File: src/rtl/xtb_pkg.sv
package xtb_pkg;
  typedef enum logic [2:0] {
    ST_IDLE = 3'd0,
    ST_T1   = 3'd1,
    ST_T2   = 3'd2,
    ST_T3   = 3'd3,
    ST_TW   = 3'd4,
    ST_T4   = 3'd5
  } bus_st_t;

  localparam int STB_CNT = 4;
  localparam int SEL_W   = $clog2(STB_CNT);
endpackage

File: src/rtl/xtb_fsm.sv
module xtb_fsm
  import xtb_pkg::*;
(
  input  logic    clk,
  input  logic    rst,
  input  logic    start,
  input  logic    rdy,
  output bus_st_t st_q,
  output bus_st_t st_d,
  output logic    accept,
  output logic    capture,
  output logic    done
);
  logic sampling;

  assign sampling = (st_q == ST_T3) || (st_q == ST_TW);
  assign accept   = (st_q == ST_IDLE) && start;
  assign capture  = sampling && rdy;

  always_comb begin
    st_d = st_q;
    case (st_q)
      ST_IDLE:      if (start) st_d = ST_T1;
      ST_T1:        st_d = ST_T2;
      ST_T2:        st_d = ST_T3;
      ST_T3, ST_TW: st_d = rdy ? ST_T4 : ST_TW;
      ST_T4:        st_d = ST_IDLE;
      default:      st_d = ST_IDLE;
    endcase
  end

  always_ff @(posedge clk) begin
    if (rst) begin
      st_q <= ST_IDLE;
      done <= 1'b0;
    end else begin
      st_q <= st_d;
      done <= (st_q == ST_T4);
    end
  end


  wait_entry_chk: assert property (@(posedge clk) disable iff (rst)
    (sampling && !rdy) |=> (st_q == ST_TW));


  done_pulse_chk: assert property (@(posedge clk) disable iff (rst)
    done |=> !done);


  busy_ignore_chk: assert property (@(posedge clk) disable iff (rst)
    (st_q != ST_IDLE) |=> (st_q != ST_T1));
endmodule

File: src/rtl/xtb_datapath.sv
module xtb_datapath
  import xtb_pkg::*;
#(
  parameter int ADDR_W = 20,
  parameter int DATA_W = 8
) (
  input  logic              clk,
  input  logic              rst,
  input  logic              accept,
  input  logic              capture,
  input  logic [ADDR_W-1:0] in_addr,
  input  logic              in_is_io,
  input  logic              in_is_write,
  input  logic [DATA_W-1:0] in_wdata,
  input  logic [DATA_W-1:0] bus_din,
  output logic [ADDR_W-1:0] addr_q,
  output logic [SEL_W-1:0]  sel_q,
  output logic [DATA_W-1:0] wdata_q,
  output logic [DATA_W-1:0] rdata_q
);
  always_ff @(posedge clk) begin
    if (rst) begin
      addr_q  <= '0;
      sel_q   <= '0;
      wdata_q <= '0;
      rdata_q <= '0;
    end else begin
      if (accept) begin
        addr_q  <= in_addr;
        sel_q   <= {in_is_io, in_is_write};
        wdata_q <= in_wdata;
      end
      if (capture) rdata_q <= bus_din;
    end
  end
endmodule

File: src/rtl/xtb_ctl_reg.sv
module xtb_ctl_reg
  import xtb_pkg::*;
(
  input  logic               clk,
  input  logic               rst,
  input  bus_st_t            st_d,
  input  logic [SEL_W-1:0]   sel,
  output logic               ale,
  output logic [STB_CNT-1:0] stb_n,
  output logic               dout_en
);
  logic cmd_on;
  logic drv_on;
  logic [STB_CNT-1:0] stb_n_d;

  assign cmd_on = (st_d == ST_T2) || (st_d == ST_T3) || (st_d == ST_TW);
  assign drv_on = cmd_on || (st_d == ST_T4);

  for (genvar k = 0; k < STB_CNT; k++) begin : g_stb
    assign stb_n_d[k] = !(cmd_on && (sel == SEL_W'(k)));
  end

  always_ff @(posedge clk) begin
    if (rst) begin
      ale     <= 1'b0;
      stb_n   <= '1;
      dout_en <= 1'b0;
    end else begin
      ale     <= (st_d == ST_T1);
      stb_n   <= stb_n_d;
      dout_en <= drv_on && sel[0];
    end
  end


  one_strobe_chk: assert property (@(posedge clk) disable iff (rst)
    $countones(~stb_n) <= 1);


  ale_quiet_chk: assert property (@(posedge clk) disable iff (rst)
    ale |-> (&stb_n));
endmodule

File: src/rtl/xt_bus_sequencer.sv
module xt_bus_sequencer
  import xtb_pkg::*;
#(
  parameter int ADDR_W = 20,
  parameter int DATA_W = 8
) (
  input  logic              clk,
  input  logic              rst,
  input  logic              req_start,
  input  logic [ADDR_W-1:0] req_addr,
  input  logic              req_is_io,
  input  logic              req_is_write,
  input  logic [DATA_W-1:0] req_wdata,
  output logic [DATA_W-1:0] rsp_rdata,
  output logic              rsp_done,
  output logic              bus_ale,
  output logic [ADDR_W-1:0] bus_addr,
  output logic              bus_memr_n,
  output logic              bus_memw_n,
  output logic              bus_ior_n,
  output logic              bus_iow_n,
  output logic [DATA_W-1:0] bus_dout,
  output logic              bus_dout_en,
  input  logic [DATA_W-1:0] bus_din,
  input  logic              bus_rdy
);
  bus_st_t            st_q;
  bus_st_t            st_d;
  logic               accept;
  logic               capture;
  logic [SEL_W-1:0]   sel_q;
  logic [STB_CNT-1:0] stb_n;

  xtb_fsm i_fsm (
    .clk     (clk),
    .rst     (rst),
    .start   (req_start),
    .rdy     (bus_rdy),
    .st_q    (st_q),
    .st_d    (st_d),
    .accept  (accept),
    .capture (capture),
    .done    (rsp_done)
  );

  xtb_datapath #(.ADDR_W(ADDR_W), .DATA_W(DATA_W)) i_dp (
    .clk         (clk),
    .rst         (rst),
    .accept      (accept),
    .capture     (capture),
    .in_addr     (req_addr),
    .in_is_io    (req_is_io),
    .in_is_write (req_is_write),
    .in_wdata    (req_wdata),
    .bus_din     (bus_din),
    .addr_q      (bus_addr),
    .sel_q       (sel_q),
    .wdata_q     (bus_dout),
    .rdata_q     (rsp_rdata)
  );

  xtb_ctl_reg i_ctl (
    .clk     (clk),
    .rst     (rst),
    .st_d    (st_d),
    .sel     (sel_q),
    .ale     (bus_ale),
    .stb_n   (stb_n),
    .dout_en (bus_dout_en)
  );

  assign bus_memr_n = stb_n[0];
  assign bus_memw_n = stb_n[1];
  assign bus_ior_n  = stb_n[2];
  assign bus_iow_n  = stb_n[3];


  oe_read_chk: assert property (@(posedge clk) disable iff (rst)
    bus_dout_en |-> (bus_memr_n && bus_ior_n && !bus_ale));


  addr_hold_chk: assert property (@(posedge clk) disable iff (rst)
    (!bus_ale && (st_q != ST_IDLE)) |-> $stable(bus_addr));


  done_idle_chk: assert property (@(posedge clk) disable iff (rst)
    rsp_done |-> (&stb_n));
endmodule

File: config.mk
export PLATFORM = sky130hd
export DESIGN_NAME = xt_bus_sequencer
export DESIGN_NICKNAME = d
export VERILOG_FILES = /design/src/rtl/xtb_pkg.sv /design/src/rtl/xtb_fsm.sv /design/src/rtl/xtb_datapath.sv /design/src/rtl/xtb_ctl_reg.sv /design/src/rtl/xt_bus_sequencer.sv
export SDC_FILE = /design/constraint.sdc
export NUM_CORES = 1
export LEC_CHECK = 0
export BUFFER_PORTS_ARGS = -buffer_cell sky130_fd_sc_hd__buf_2
export CAP_MARGIN = 20
export CORE_ASPECT_RATIO = 0.8
export CORE_UTILIZATION = 49
export CTS_CLUSTER_SIZE = 14
export DETAILED_ROUTE_END_ITERATION = 10
export PLACE_DENSITY = 0.83
export SKIP_LAST_GASP = 1
export SLEW_MARGIN = 40
export SYNTH_ARGS = -nofsm -noshare
export SYNTH_HDL_FRONTEND = slang
export SYNTH_SLANG_ARGS = --single-unit
export TNS_END_PERCENT = 50
File: constraint.sdc
create_clock -name clk -period 3.2 [get_ports clk]
set_input_delay 0.64 -clock clk [delete_from_list [all_inputs] [get_ports clk]]
set_output_delay 0.64 -clock clk [all_outputs]
set_load 0.03 [all_outputs]
Word-level counts from Yosys, hierarchy flattened
Index checks and enable logic that the tools add are counted.
{"block": "classes", "n_eq_ne": 13, "mux": 3, "reduce_logical": 18}
{"operator": "$eq A3 B2 Y1 const B", "count": 4}
{"operator": "$eq A3 B3 Y1 const B", "count": 4}
{"operator": "$pmux W3 S4", "count": 1}
{"operator": "$logic_and A1 B1 Y1", "count": 7}
{"operator": "$eq A3 B1 Y1 const B", "count": 2}
{"operator": "$eq A2 B2 Y1 const B", "count": 2}
{"operator": "$logic_not A1 Y1", "count": 4}
{"operator": "$logic_or A1 B1 Y1", "count": 4}
{"operator": "$logic_not A3 Y1", "count": 1}
{"operator": "$mux W3", "count": 1}
{"operator": "$eq A2 B1 Y1 const B", "count": 1}
{"operator": "$logic_not A2 Y1", "count": 1}
{"operator": "$reduce_or A2 Y1", "count": 1}
{"operator": "$mux W1", "count": 1}
{"block": "totals", "regBits": 48, "in_bits": 42, "wordCells": 43, "output_inout_bits": 43}

Logic depth before layout (Yosys ltp)
{"block": "depth", "word_depth": 8, "ltp_mapped": 6, "depth_no_buf": 5}

Cells and area by module
From an unflattened synthesis, not the netlist that was laid out.
{"block": "hier_totals", "hier_cells": 162, "area_unflattened_um2": 1769.2}
{"module": "xtb_datapath", "area_each_um2": 1381.3, "n_inst": 1, "cells_each": 123, "seq_area_each_um2": 760.7}
{"module": "xtb_ctl_reg", "area_each_um2": 209.0, "n_inst": 1, "cells_each": 19, "seq_area_each_um2": 120.1}
{"module": "xtb_fsm", "area_each_um2": 178.9, "n_inst": 1, "cells_each": 20, "seq_area_each_um2": 80.1}

Least setup slack after synthesis
OpenSTA, ideal clock, no wires.
{"block": "synth_timing", "path_type": "input to register", "startpoint": "in rst", "endpoint": "reg i_ctl.ale", "path_buffers": 3, "required_ps": 3072, "arrival_time_ps": 1483, "setup_slack_ps": 1589, "setup_ps": 128, "path_stages": 4, "path_cell_list": "clkbuf_1 > clkbuf_1 > clkbuf_1 > nor2_1"}
{"element": "start: declaration", "line_no": "xt_bus_sequencer.sv:8", "source": "input logic rst,"}
{"element": "end signal: assignment", "line_no": "xtb_ctl_reg.sv:29", "source": "ale <= (st_d == ST_T1);"}
{"element": "end: declaration", "line_no": "xtb_ctl_reg.sv:8", "source": "output logic ale,"}
No word-level cell between the ends.

Final worst setup path
{"block": "layout_timing", "startpoint": "reg i_fsm.st_q[1]", "endpoint": "reg i_dp.addr_q[7]"}
{"block": "layout_between", "elab_chain_cells": 2}
{"element": "start: declaration", "line_no": "xtb_fsm.sv:8", "source": "output bus_st_t st_q,"}
{"element": "start signal: assignment", "line_no": "xtb_fsm.sv:37", "source": "st_q <= st_d;"}
{"element": "$logic_not A3 Y1", "line_no": "xtb_fsm.sv:17", "source": "assign accept = (st_q == ST_IDLE) && start;"}
{"element": "$logic_and A1 B1 Y1", "line_no": "xtb_fsm.sv:17"}
{"element": "end signal: assignment", "line_no": "xtb_datapath.sv:29", "source": "addr_q <= in_addr;"}
{"element": "end: declaration", "line_no": "xtb_datapath.sv:16", "source": "output logic [ADDR_W-1:0] addr_q,"}
No other way between the ends.
A chain may end at the register's enable or synchronous reset.

==> out/qor.yml <==
outcome:
  status: "completed"
timing:
  max_slew_margin_pct: 59.30
  post-route-period-util_pct: 57.40
  skew_ns: 0.005291
  finalMaxSlewViolations: 0
  rsz0062_at_grt: "false"
  worstMarginPinSlew_ns: 0.6105
  setup-tns-final_ns: 0
  hold_violations: 0
  max_freq_mhz: 544.4
  post-route-min-period_ns: 1.837
  setup_viol: 0
worst_setup_path:
  end_kind: "register"
  crit_chain: "or4b_2 > nand2_1 > a21oi_1"
  reg2reg_depth: 3
  crit_required_ns: 3.36
  cp_max_fo: 31
  startpoint_type: "register"
  cpPeakStageDelay_ns: 1.03
  r2r_slack_ns: 1.36
  arrival_ns: 2.00
  path_class: "register to register"
  slowest_stage: "or4b_2"
logic_synthesis:
  synthTopCellsByCount: "nand2_1 (60), dfxtp_1 (48), a21oi_1 (31)"
  synth_cells: 208
  synth_top_family_by_area: "simple AND/OR/NAND/NOR gates"
  synth_largest_area_cell: "dfxtp_1"
  synthArstFlopShare_pct: 0
  syn_area_um2: 1828
  synth_xor_area_share_pct: 0.4791
  synthFlopType: "dfxtp_1"
  synth-simple-area-share_pct: 24.85
  synthTopCellsByArea: "dfxtp_1 (53%), nand2_1 (12%), a21oi_1 (8.5%)"
  avgSynthCellArea_um2: 8.788
  yosysMostFrequentCell: "nand2_1"
  synth_compound_area_share_pct: 11.16
  synth.distinct_cells: 27
  synth_seq_area_share_pct: 52.57
  synth-edff-count: 0
  synth-seq-cells: 48
  syn-num-nets: 251
  synthMuxAreaShare_pct: 4.381
  synth_fa_ha_area_share_pct: 0.6845
  synth_top_cell_area_share_pct: 52.57
  synth_warnings: 0
power_and_ir_drop:
  combinationalPowerShare_pct: 20.8
  switching_share_pct: 29.04
  pwr-share-seq_pct: 49.2
  p_leak_nw: 1.055
  p_switching_w: 0.0003997
  power_density_nw_per_um2: 591.5
  p_clk_share_pct: 30.0
  intPower_w: 0.0009769
  ir_drop_uv: 404.1
routing:
  drc: 0
  first_iter_violations: 35
  drtPass1Iterations: 4
  route.detailed.vias_per_inst: 4.774
  drtAntennaViolNets: 0
  vias: 1561
  wl_per_cell_um: 10.77
  drt_wl_total_um: 3522
place:
  dp_hpwl_um: 2461
  place_inst: 319
  gp_congestion: 0.7124
  io_buffers: 84
clock_tree:
  clock_path_buffers: 2
  clock_latency_ns: 0.29
  cts_buffers: 5
  root_buffer: "clkbuf_8"
  cts_resized: 0
  cts_sinks: 48
  tritoncts: "built"
  cts.reportedPaths.clkPinSlew_ns: 0.08
  htree_num_levels: 2
  cts_hold_buf: 0
  post_cts_buffers: 0
die:
  io_pins: 85
  start_util_pct: 52.31
  die_w_um: 70.29
  core_area_um2: 3495
  die_y_um: 56.63
  fp.dieArea_um2: 3981
  rows: 19
global_routing:
  grt_max_degree: 55
  grt_pass1_vias: 1404
  grtUsageTotal_pct: 18.83
  overflow: 0
  antenna_found_initial: 0
  grt_pass1_wl_um: 5920
min_path:
  holdPathStages: 2
  min_path_type: "register to register"
cells_and_area:
  final_util_pct: 66.60
  register_area_um2: 960.9
  finalNonFillerCells: 327
  drive_gt1_share_pct: 33.68
  n_antenna_cell: 0
  multi_input_area_um2: 768.2
  nFillCells: 300
  finalNetCount: 327
  syn2layout_area_growth_pct: 27.31
job:
  cap_violations: 0
==> worst paths after layout <==
path | startpoint | endpoint
setup / recovery | i_fsm.st_q[1] | i_dp.addr_q[7]
hold / removal | i_dp.wdata_q[4] | i_dp.wdata_q[4]
setup reg to reg | i_fsm.st_q[1] | i_dp.addr_q[7]
hold reg to reg | i_dp.wdata_q[4] | i_dp.wdata_q[4]
==> layout by cell type, fill, tap and decap left out, drive strengths merged, types with 2 or more instances in the layout <==
| master | count |
|---|---|
| mux2i | 8 |
| nor3b | 2 |
| buf | 86 |
| nand2 | 60 |
| clkbuf | 6 |
| o21ai | 3 |
| nand3b | 2 |
| nor2b | 3 |
| nor2 | 5 |
| nand2b | 17 |
| a21oi | 31 |
| dfxtp | 48 |
==> registers in the layout (all words and copies together) (netlist names) <==
signal,flops
i_dp.rdata_q,8
i_fsm.done,1
i_dp.wdata_q,8
i_ctl.stb_n,4
i_ctl.ale,1
i_ctl.dout_en,1
i_fsm.st_q,3
i_dp.addr_q,20
i_dp.sel_q,2
==> logic make-up (layout without fill, tap and decap cells) <==
group                      after synthesis  after routing
buffers and inverters                   17             94
AOI/OAI and AO/OA                       38             38
muxes                                    8              8
adders and majority gates                1              1
and+or+nand+nor                         95             95
DFF                                     48             48
xor gates and xnor gates                 1              1
==> power by group through the flow <==
stage	Clock, W	Combinational, W	Sequential [W]
finish	0.000413	0.000286	0.000678
CTS	0.000423	0.000290	0.000678
detailed placement	0	0.000289	0.000691
global placement	0	0.000284	0.000689
floorplan	0	0.000148	0.000760
global route	0.000459	0.000315	0.000684
==> per-layer routing <==
layer | GRT usage, % | part of all wire [%]
met2 | 28.16 | 42
met5 | 0 | 0
met4 | 6.000 | 1.2
met1 | 24.35 | 48
met3 | 8.259 | 8.2
==> worst max-delay path: cells and delay by family (launching register included) <==
| kind | cells | cell delay (ns) |
|---|---|---|
| AOI/OAI and AO/OA | 1 | 0.08 |
| DFF | 1 | 0.41 |
| and+or+nand+nor | 2 | 1.22 |
==> area by class of cell <==
| cell class | count | area share (%) |
|---|---|---|
| clock inverters | 2 | 1.505 |
| multi-input cells | 143 | 33.01 |
| repair buffers | 86 | 18.82 |
| flip-flops and latches | 48 | 41.29 |
| clock buffers | 6 | 3.118 |
| well taps | 42 | 2.258 |
==> through the flow <==
stage / total power (W) / setup WS (ns) / cell area [µm²] / hold WS [ns]
6_report: 0.001377 / 1.363 / 2327 / 0.4530
2_1_floorplan: 0.0009079 / 1.589 / 1828 / 0.4266
4_1_cts: 0.001391 / 1.342 / 2325 / 0.4548
5_1_grt: 0.001457 / 1.265 / 2327 / 0.4807
3_3_place_gp: 0.0009729 / 1.130 / 2217 / 0.4378
3_5_place_dp: 0.0009801 / 1.106 / 2217 / 0.4440
(Power assumes the default switching activity.)
